File: src/rtl/anc_fix_pkg.sv
package anc_fix_pkg;
  localparam int WORD_W = 10;
  localparam int SUM_W = 9;
  localparam int CNT_W = 8;
  localparam logic [WORD_W-1:0] ADF_LO = 10'h000;
  localparam logic [WORD_W-1:0] ADF_HI = 10'h3FF;
  localparam logic [WORD_W-1:0] RESV_MIN = 10'h3FC;

  typedef enum logic [2:0] {
    P_IDLE, P_DID, P_SDID, P_DC, P_UDW, P_CS
  } pstate_e;

  typedef struct packed {
    logic [WORD_W-1:0] word;
    logic              act;
  } stage_t;
endpackage

File: src/rtl/anc_parse.sv
module anc_parse
  import anc_fix_pkg::*;
(
  input  logic              clk_i,
  input  logic              rst_ni,
  input  logic [WORD_W-1:0] data_i,
  input  logic              valid_i,
  input  logic              en_i,
  output logic              hdr_hit_o,
  output logic              body_o,
  output logic              cs_now_o,
  output logic [WORD_W-1:0] calc_o,
  output logic              mismatch_o,
  output logic              illegal_o
);
  pstate_e           st_q;
  logic [WORD_W-1:0] p1_q, p2_q;
  logic [1:0]        hv_q;
  logic [SUM_W-1:0]  sum_q;
  logic [CNT_W-1:0]  cnt_q;

  assign hdr_hit_o  = valid_i && (st_q == P_IDLE) && (&hv_q) &&
                      (data_i == ADF_HI) && (p1_q == ADF_HI) && (p2_q == ADF_LO);
  assign body_o     = valid_i && (st_q != P_IDLE);
  assign cs_now_o   = valid_i && (st_q == P_CS);
  assign calc_o     = {~sum_q[SUM_W-1], sum_q};
  assign mismatch_o = cs_now_o && (data_i != calc_o);
  assign illegal_o  = cs_now_o && en_i && (data_i >= RESV_MIN);

  // history only counts idle words, so packet contents never form a header
  always_ff @(posedge clk_i or negedge rst_ni) begin
    if (!rst_ni) begin
      p1_q <= '0;
      p2_q <= '0;
      hv_q <= '0;
    end else if (valid_i) begin
      if (st_q == P_IDLE && !hdr_hit_o) begin
        p1_q <= data_i;
        p2_q <= p1_q;
        hv_q <= {hv_q[0], 1'b1};
      end else begin
        hv_q <= '0;
      end
    end
  end

  always_ff @(posedge clk_i or negedge rst_ni) begin
    if (!rst_ni) begin
      st_q  <= P_IDLE;
      sum_q <= '0;
      cnt_q <= '0;
    end else if (valid_i) begin
      unique case (st_q)
        P_IDLE: if (hdr_hit_o) st_q <= P_DID;
        P_DID: begin
          sum_q <= data_i[SUM_W-1:0];
          st_q  <= P_SDID;
        end
        P_SDID: begin
          sum_q <= sum_q + data_i[SUM_W-1:0];
          st_q  <= P_DC;
        end
        P_DC: begin
          sum_q <= sum_q + data_i[SUM_W-1:0];
          cnt_q <= data_i[CNT_W-1:0];
          st_q  <= (data_i[CNT_W-1:0] == '0) ? P_CS : P_UDW;
        end
        P_UDW: begin
          sum_q <= sum_q + data_i[SUM_W-1:0];
          cnt_q <= cnt_q - 1'b1;
          if (cnt_q == 1) st_q <= P_CS;
        end
        P_CS: st_q <= P_IDLE;
        default: st_q <= P_IDLE;
      endcase
    end
  end

  a_r1_hdr_enters_did: assert property (@(posedge clk_i) disable iff (!rst_ni)
    hdr_hit_o |=> (st_q == P_DID));
  a_r8_zero_count_to_cs: assert property (@(posedge clk_i) disable iff (!rst_ni)
    (valid_i && st_q == P_DC && data_i[CNT_W-1:0] == '0) |=> (st_q == P_CS));
  a_r1_cs_ends_packet: assert property (@(posedge clk_i) disable iff (!rst_ni)
    cs_now_o |=> (st_q == P_IDLE));
endmodule

File: src/rtl/anc_delay.sv
module anc_delay
  import anc_fix_pkg::*;
#(
  parameter int DEPTH = 3
) (
  input  logic              clk_i,
  input  logic              rst_ni,
  input  logic              valid_i,
  input  logic [WORD_W-1:0] word_i,
  input  logic              act_i,
  input  logic              mark_i,
  output logic [WORD_W-1:0] word_o,
  output logic              act_o
);
  localparam int HDR_BACK = 2;  // start words already in the line at header hit

  stage_t st_q [DEPTH];

  always_ff @(posedge clk_i or negedge rst_ni) begin
    if (!rst_ni) begin
      st_q[0] <= '0;
    end else if (valid_i) begin
      st_q[0] <= '{word: word_i, act: act_i};
    end
  end

  for (genvar i = 1; i < DEPTH; i++) begin : g_stage
    always_ff @(posedge clk_i or negedge rst_ni) begin
      if (!rst_ni) begin
        st_q[i] <= '0;
      end else if (valid_i) begin
        st_q[i].word <= st_q[i-1].word;
        st_q[i].act  <= st_q[i-1].act | (mark_i && (i <= HDR_BACK));
      end
    end
  end

  assign word_o = st_q[DEPTH-1].word;
  assign act_o  = st_q[DEPTH-1].act;

  a_r2_hold_when_idle: assert property (@(posedge clk_i) disable iff (!rst_ni)
    !valid_i |=> ($stable(word_o) && $stable(act_o)));
endmodule

File: src/rtl/anc_field_flag.sv
module anc_field_flag (
  input  logic clk_i,
  input  logic rst_ni,
  input  logic mismatch_i,
  input  logic field_i,
  output logic field_err_o
);
  logic acc_q;

  always_ff @(posedge clk_i or negedge rst_ni) begin
    if (!rst_ni) begin
      acc_q       <= 1'b0;
      field_err_o <= 1'b0;
    end else if (field_i) begin
      field_err_o <= acc_q | mismatch_i;
      acc_q       <= 1'b0;
    end else if (mismatch_i) begin
      acc_q <= 1'b1;
    end
  end

  a_r4_flag_moves_on_strobe: assert property (@(posedge clk_i) disable iff (!rst_ni)
    !field_i |=> $stable(field_err_o));
  a_r4_rise_needs_error: assert property (@(posedge clk_i) disable iff (!rst_ni)
    (field_i && !acc_q && !mismatch_i) |=> !field_err_o);
endmodule

File: src/rtl/anc_cksum_fix.sv
module anc_cksum_fix
  import anc_fix_pkg::*;
#(
  parameter int DEPTH = 3
) (
  input  logic              clk_i,
  input  logic              rst_ni,
  input  logic [WORD_W-1:0] data_i,
  input  logic              valid_i,
  input  logic              field_i,
  input  logic              fix_pin_i,
  input  logic              fix_reg_i,
  output logic [WORD_W-1:0] data_o,
  output logic              anc_active_o,
  output logic              field_err_o,
  output logic              bad_cksum_o
);
  logic              fix_en;
  logic              hdr_hit, body, cs_now, mismatch, illegal;
  logic [WORD_W-1:0] calc, word_in;

  assign fix_en = fix_pin_i | fix_reg_i;

  anc_parse i_parse (
    .clk_i, .rst_ni, .data_i, .valid_i,
    .en_i      (fix_en),
    .hdr_hit_o (hdr_hit),
    .body_o    (body),
    .cs_now_o  (cs_now),
    .calc_o    (calc),
    .mismatch_o(mismatch),
    .illegal_o (illegal)
  );

  assign word_in = (cs_now && fix_en) ? calc : data_i;

  anc_delay #(.DEPTH(DEPTH)) i_delay (
    .clk_i, .rst_ni, .valid_i,
    .word_i (word_in),
    .act_i  (hdr_hit | body),
    .mark_i (hdr_hit),
    .word_o (data_o),
    .act_o  (anc_active_o)
  );

  anc_field_flag i_flag (
    .clk_i, .rst_ni,
    .mismatch_i (mismatch),
    .field_i,
    .field_err_o
  );

  always_ff @(posedge clk_i or negedge rst_ni) begin
    if (!rst_ni) bad_cksum_o <= 1'b0;
    else         bad_cksum_o <= illegal;
  end

  a_r7_alarm_needs_enable: assert property (@(posedge clk_i) disable iff (!rst_ni)
    bad_cksum_o |-> $past(fix_pin_i || fix_reg_i));
  a_r7_alarm_one_cycle: assert property (@(posedge clk_i) disable iff (!rst_ni)
    bad_cksum_o |=> !bad_cksum_o);
endmodule

File: config.mk
export PLATFORM = sky130hd
export DESIGN_NAME = anc_cksum_fix
export DESIGN_NICKNAME = d
export VERILOG_FILES = /design/src/rtl/anc_fix_pkg.sv /design/src/rtl/anc_parse.sv /design/src/rtl/anc_delay.sv /design/src/rtl/anc_field_flag.sv /design/src/rtl/anc_cksum_fix.sv
export SDC_FILE = /design/constraint.sdc
export NUM_CORES = 1
export LEC_CHECK = 0
export BUFFER_PORTS_ARGS = -buffer_cell sky130_fd_sc_hd__buf_2
export CAP_MARGIN = 20
export CORE_MARGIN = 2
export CORE_UTILIZATION = 25
export CTS_CLUSTER_SIZE = 8
export DETAILED_ROUTE_END_ITERATION = 8
export PLACE_DENSITY = 0.41
export SLEW_MARGIN = 20
export SYNTH_ARGS = -nofsm -noshare
export SYNTH_HDL_FRONTEND = slang
export SYNTH_SLANG_ARGS = --single-unit
File: constraint.sdc
create_clock -name clk_i -period 2.03 [get_ports clk_i]
set_input_delay 0.203 -clock clk_i [delete_from_list [all_inputs] [get_ports clk_i]]
set_output_delay 0.203 -clock clk_i [all_outputs]
set_load 0.05 [all_outputs]
## Word level (Yosys, flattened, before mapping)

Cells that the tools add are included.

| operators by class | value |
|---|---|
| add/subtract/negate cells | 2 |
| $lt $le $gt $ge | 1 |
| eq/ne operators | 11 |
| mux-type cells | 10 |
| bitwise operators | 6 |
| reductions and logical operators | 25 |

Operators with widths:

| cell | count |
|---|---|
| equality test 10 bit (second input constant) | 2 |
| one-hot mux 9 bit (2 select lines) | 1 |
| one-hot mux 8 bit (2 select lines) | 1 |
| one-hot mux 3 bit (5 select lines) | 1 |
| logical AND 1 bit | 11 |
| >= comparator 10 bit (second input constant) | 1 |
| zero test 10 bit | 1 |
| two-way mux 10 bit | 1 |
| != test 10 bit | 1 |
| adder 9 bit | 1 |
| equality test 8 x 1 -> 1 bit (second input constant) | 1 |
| zero test 8 bit | 1 |
| AND reduction 2 bit | 4 |
| subtractor 8 x 1 -> 8 bit (second input constant) | 1 |
| equality test 3 x 2 -> 1 bit (second input constant) | 2 |
| equality test 3 bit (second input constant) | 2 |
| two-way mux 3 bit | 2 |
| nonzero test 2 bit | 3 |
| OR 1 bit | 5 |
| equality test 3 x 1 -> 1 bit (second input constant) | 1 |
| zero test 3 bit | 1 |
| two-way mux 1 bit | 3 |
| AND reduction 3 bit | 1 |
| nonzero test 3 bit | 1 |
| other kinds (6) | 6 |

| storage, ports and cells | value |
|---|---|
| bits in registers | 78 |
| input bits | 16 |
| output and inout bits | 13 |
| logic and storage cells | 70 |

## Depth between registers and ports, before layout

| depth | value |
|---|---|
| word-level depth | 9 |
| gate-level depth with buffers | 7 |
| depth with buffers taken out | 7 |

## Modules after synthesis

A second synthesis with hierarchy kept.

| second synthesis, totals | value |
|---|---|
| cells, all modules | 359 |
| area, all modules | 4196.5 sq um |

By module, submodules not included:

| module | instances | cells each | area each (sq um) | seq. area each (sq um) |
|---|---|---|---|---|
| anc_parse | 1 | 255 | 2528.7 | 1051.0 |
| anc_delay | 1 | 84 | 1435.1 | 825.8 |
| anc_cksum_fix | 1 | 14 | 166.4 | 25.0 |
| anc_field_flag | 1 | 6 | 66.3 | 50.0 |

## Worst setup path before layout

No wires, ideal clock.

| timing path | value |
|---|---|
| path kind | flip-flop to flip-flop |
| from | register i_parse.sum_q[0] |
| to | register i_parse.sum_q[8] |
| library setup time | 101 ps |
| arrival | 2043 ps |
| data required time | 1929 ps |
| slack | -114 ps |
| stages on the path, launching flop included | 8 |
| buffers on the path | 0 |
| period minus slack after synthesis | 2144 ps |
| cell sequence | dfrtp_1 -> ha_1 -> fa_1 -> a211oi_1 -> o21bai_1 -> o31ai_2 -> mux2_2 -> o32ai_1 |

| between the ends | value |
|---|---|
| word-level cells in the longest chain between the ends | 2 |

RTL lines:

| item | line | source |
|---|---|---|
| start: declaration | anc_parse.sv:19 | `logic [SUM_W-1:0] sum_q;` |
| start signal: assignment | anc_parse.sv:56 | `sum_q <= data_i[SUM_W-1:0];` |
| start signal: assignment | anc_parse.sv:60 | `sum_q <= sum_q + data_i[SUM_W-1:0];` |
| start signal: assignment | anc_parse.sv:64 | `sum_q <= sum_q + data_i[SUM_W-1:0];` |
| adder 9 bit | anc_parse.sv:60, anc_parse.sv:64, anc_parse.sv:69 |  |
| one-hot mux 9 bit (2 select lines) | anc_parse.sv:53 | `unique case (st_q)` |

No other way between the ends.
A chain may end at the register's enable or synchronous reset.

## Final worst setup path

Same ends and word-level chain as after synthesis.

==> results.sh <==
export IMPL_wl_um=9730
export IMPL_worstMarginPinSlew_ns=0.568
export IMPL_netlist_top_cells_area="dfrtp_1 48%, mux2_4 6.6%, mux2_2 6.1%"
export IMPL_grtUsageTotal_pct=12.1
export IMPL_yosys_warnings=0
export IMPL_final_setup_skew_ns=0.00969
export IMPL_place_gp_congestion=0.769
export IMPL_synth_top_family_by_area="multiplexers"
export IMPL_path_cells="ha_4 > fa_2 > a211oi_2 > o21bai_1 > o31ai_2 > buf_4 > mux2i_1 > o32ai_1"
export IMPL_die_y_um=132
export IMPL_synth_area_per_cell_sq_um=11.5
export IMPL_synthesis_nets=383
export IMPL_netlist_area_sq_um=4090
export IMPL_cp_start_kind="register"
export IMPL_finalNetCount=429
export IMPL_synth_fa_ha_area_share_pct=3.55
export IMPL_drtPass1Iterations=4
export IMPL_synthFlopType="dfrtp_1"
export IMPL_synth_simple_gate_area_share_pct=12.6
export IMPL_syn_inst=356
export IMPL_port_buffers=28
export IMPL_yosysTopAreaCellShare_pct=47.8
export IMPL_start_util_pct=25.6
export IMPL_clock_path_buffers=2
export IMPL_h_tree_depth=3
export IMPL_drive_gt1_share_pct=32.2
export IMPL_grt_overflow=0
export IMPL_leakagePower_nw=2.13
export IMPL_synth_seq_area_share_pct=47.8
export IMPL_worst_setup_path_end_kind="register"
export IMPL_finalCriticalPeriod_ns=2.08
export IMPL_cp_max_fo=2
export IMPL_clk_pin_slew_ns=0.06
export IMPL_setup_viol=1
export IMPL_cp_arrival_ns=2.33
export IMPL_layout_setup_ws_ns=-0.0521
export IMPL_syn_to_final_growth_pct=20.3
export IMPL_vdd_drop_max_v=0.000481
export IMPL_slew_headroom_pct=62.2
export IMPL_hold_class="input port to register"
export IMPL_hold_violations=0
export IMPL_synth_compound_area_share_pct=12.0
export IMPL_synth_xor_area_share_pct=0.643
export IMPL_post_synth_mux_area_share_pct=17.4
export IMPL_tritoncts="done"
export IMPL_outcome="finished, violations left"
export IMPL_antenna_left=0
export IMPL_pin_count=29
export IMPL_power_density_nw_per_um2=1430
export IMPL_worstPathRequired_ns=2.28
export IMPL_synth_area_leader_cell="dfrtp_1"
export IMPL_fin_hold_ws_ns=0.0416
export IMPL_path_class="register to register"
export IMPL_wl_per_cell_um=15.6
export IMPL_cts_sinks=78
export IMPL_violations="setup timing"
export IMPL_cpPeakStageDelay_ns=0.41
export IMPL_core_sq_um=15900
export IMPL_synth_distinct_cells=66
export IMPL_dp_cells=606
export IMPL_power_total_mw=7.05
export IMPL_cts_made_buffers=9
export IMPL_fin_crit_sh_pct=103
export IMPL_slew_viol_final=0
export IMPL_synth_edf_count=0
export IMPL_rsz0062_at_grt="yes"
export IMPL_grt_start_max_net_pins=42
export IMPL_async_reset_ff_share_pct=100
export IMPL_rows=46
export IMPL_maxCapViolCount=0
export IMPL_cts_root_buffer="clkbuf_16"
export IMPL_route_vias_total=2791
export IMPL_ys_ff_latch=78
export IMPL_drc=0
export IMPL_drt_iter0_drc=156
export IMPL_hpwl_um=7030
export IMPL_antennaDiodeCount=0
export IMPL_vias_per_cell=4.48
export IMPL_grt_pass1_vias=2888
export IMPL_antenna_found_initial=0
export IMPL_clk_latency_ns=0.35
export IMPL_final_cells=623
export IMPL_cpMaxStageDelayCell="dfrtp_1"
export IMPL_dieArea_sq_um=17400
export IMPL_fmax_mhz=480
export IMPL_grt_pass1_wl_um=16300
export IMPL_die_w_um=132
export IMPL_nFillCells=1668
==> cell type report <==
type / instances / area [sq um] / area share [%]
Sequential cell: 78 / 1950 / 39.7
Multi-Input combinational cell: 242 / 1920 / 39.0
Timing Repair Buffer: 62 / 450 / 9.16
Tap cell: 216 / 270 / 5.50
Clock buffer: 11 / 233 / 4.73
Clock inverter: 5 / 58.8 / 1.20
Inverter: 9 / 33.8 / 0.687
==> state kept, by name, indices dropped and copies added (netlist names), 2 cells and up <==
register,cells
i_delay.st_q,22
i_delay.word_o,10
i_parse.p1_q,10
i_parse.p2_q,10
i_parse.sum_q,9
i_parse.cnt_q,8
i_parse.st_q,3
i_parse.hv_q,2
==> where the power goes <==
part	switching, mW	internal, mW	total, mW
clock network	0.654	0.955	1.61
logic	1.45	1.45	2.89
registers	0.445	2.10	2.55
==> what timing repair did <==
item | 4_1_cts | 5_1_grt
endpoints found under the setup margin | 1 | 2
gates resized for setup | 1 | 2
endpoints found under the hold margin | 40 | 0
hold buffers | 1 | 0
pin swaps | 1 | 0
setup buffers | 0 | 0
==> cell families after synthesis <==
group                    Yosys count
adder cells (fa/ha/maj)           11
multiplexers                      59
flip-flops                        78
AND/OR/NAND/NOR                   90
AO/OA/AOI/OAI                     79
buffers and inverters             36
XOR/XNOR                           3
==> layout by cell type, fill, tap and decap left out, drive strengths merged, types with 3 or more instances in the layout <==
cell type  instances
clkbuf            11
nand2             19
a21oi             22
nor2              30
a211oi             3
a21o               3
nor3               8
nor4               4
inv               10
nand4              4
nand3              3
o22ai              3
buf               61
mux2              42
mux2i             17
a22oi              3
a31oi              3
ha                10
o21ai             26
dfrtp             78
nor3b              5
==> per-layer routing <==
layer	up-vias	share of wire, %	global-route usage [%]
li1	1380	-	-
met1	1367	49	16.4
met2	33	47	18.8
met3	11	2.5	3.08
met4	0	1.3	4.17
met5	-	0	0
==> per-stage QoR <==
step	utilization [%]	area, sq um	worst slack [ns]	TNS [ns]
floorplan	-	4100	-0.0236	-0.0236
global placement	28.8	4600	-0.0165	-0.0165
detailed placement	28.8	4600	-0.0615	-0.0615
CTS	30.7	4900	-0.0458	-0.0458
global route	30.8	4920	-0.185	-0.185
finish	30.8	4920	-0.0521	-0.0521
==> worst paths after layout <==
check | cells after the start | start | to | slack [ns]
worst max-delay path | 8 | i_parse.sum_q[0] | i_parse.sum_q[8] | -0.05
min in group asynchronous | 2 | rst_ni | i_delay.st_q[30] | 0.40
max in group asynchronous | 3 | rst_ni | i_flag.field_err_o | 1.00
worst max register to register | 8 | i_parse.sum_q[0] | i_parse.sum_q[8] | -0.05
worst min-delay path | 2 | field_i | i_flag.acc_q | 0.04
worst min register to register | 1 | i_delay.st_q[22] | i_delay.st_q[22] | 0.48
==> cells in the mapped netlist (all sizes together) (2+ instances only) <==
master	count
nand3	3
nand2b	2
or4	2
a31oi	3
a21o	3
a211oi	3
nand4	4
xnor2	2
a22oi	3
mux2	42
nor4b	2
o21ai	26
o22a	2
buf	23
mux2i	17
o22ai	3
nor3	8
nor2	30
nor4	4
ha	10
inv	9
clkbuf	4
nor3b	5
o21a	2
nand2	19
a21oi	22
o21bai	2
nand3b	2
dfrtp	78
==> critical path, delay by kind of cell, from the launching register on <==
family          cells  cell delay (ns)
fa+ha+maj           2             0.53
compound gates      4             0.83
buf+inv             1             0.17
flops               1             0.41
mux                 1             0.06
(Power assumes the default switching activity.)
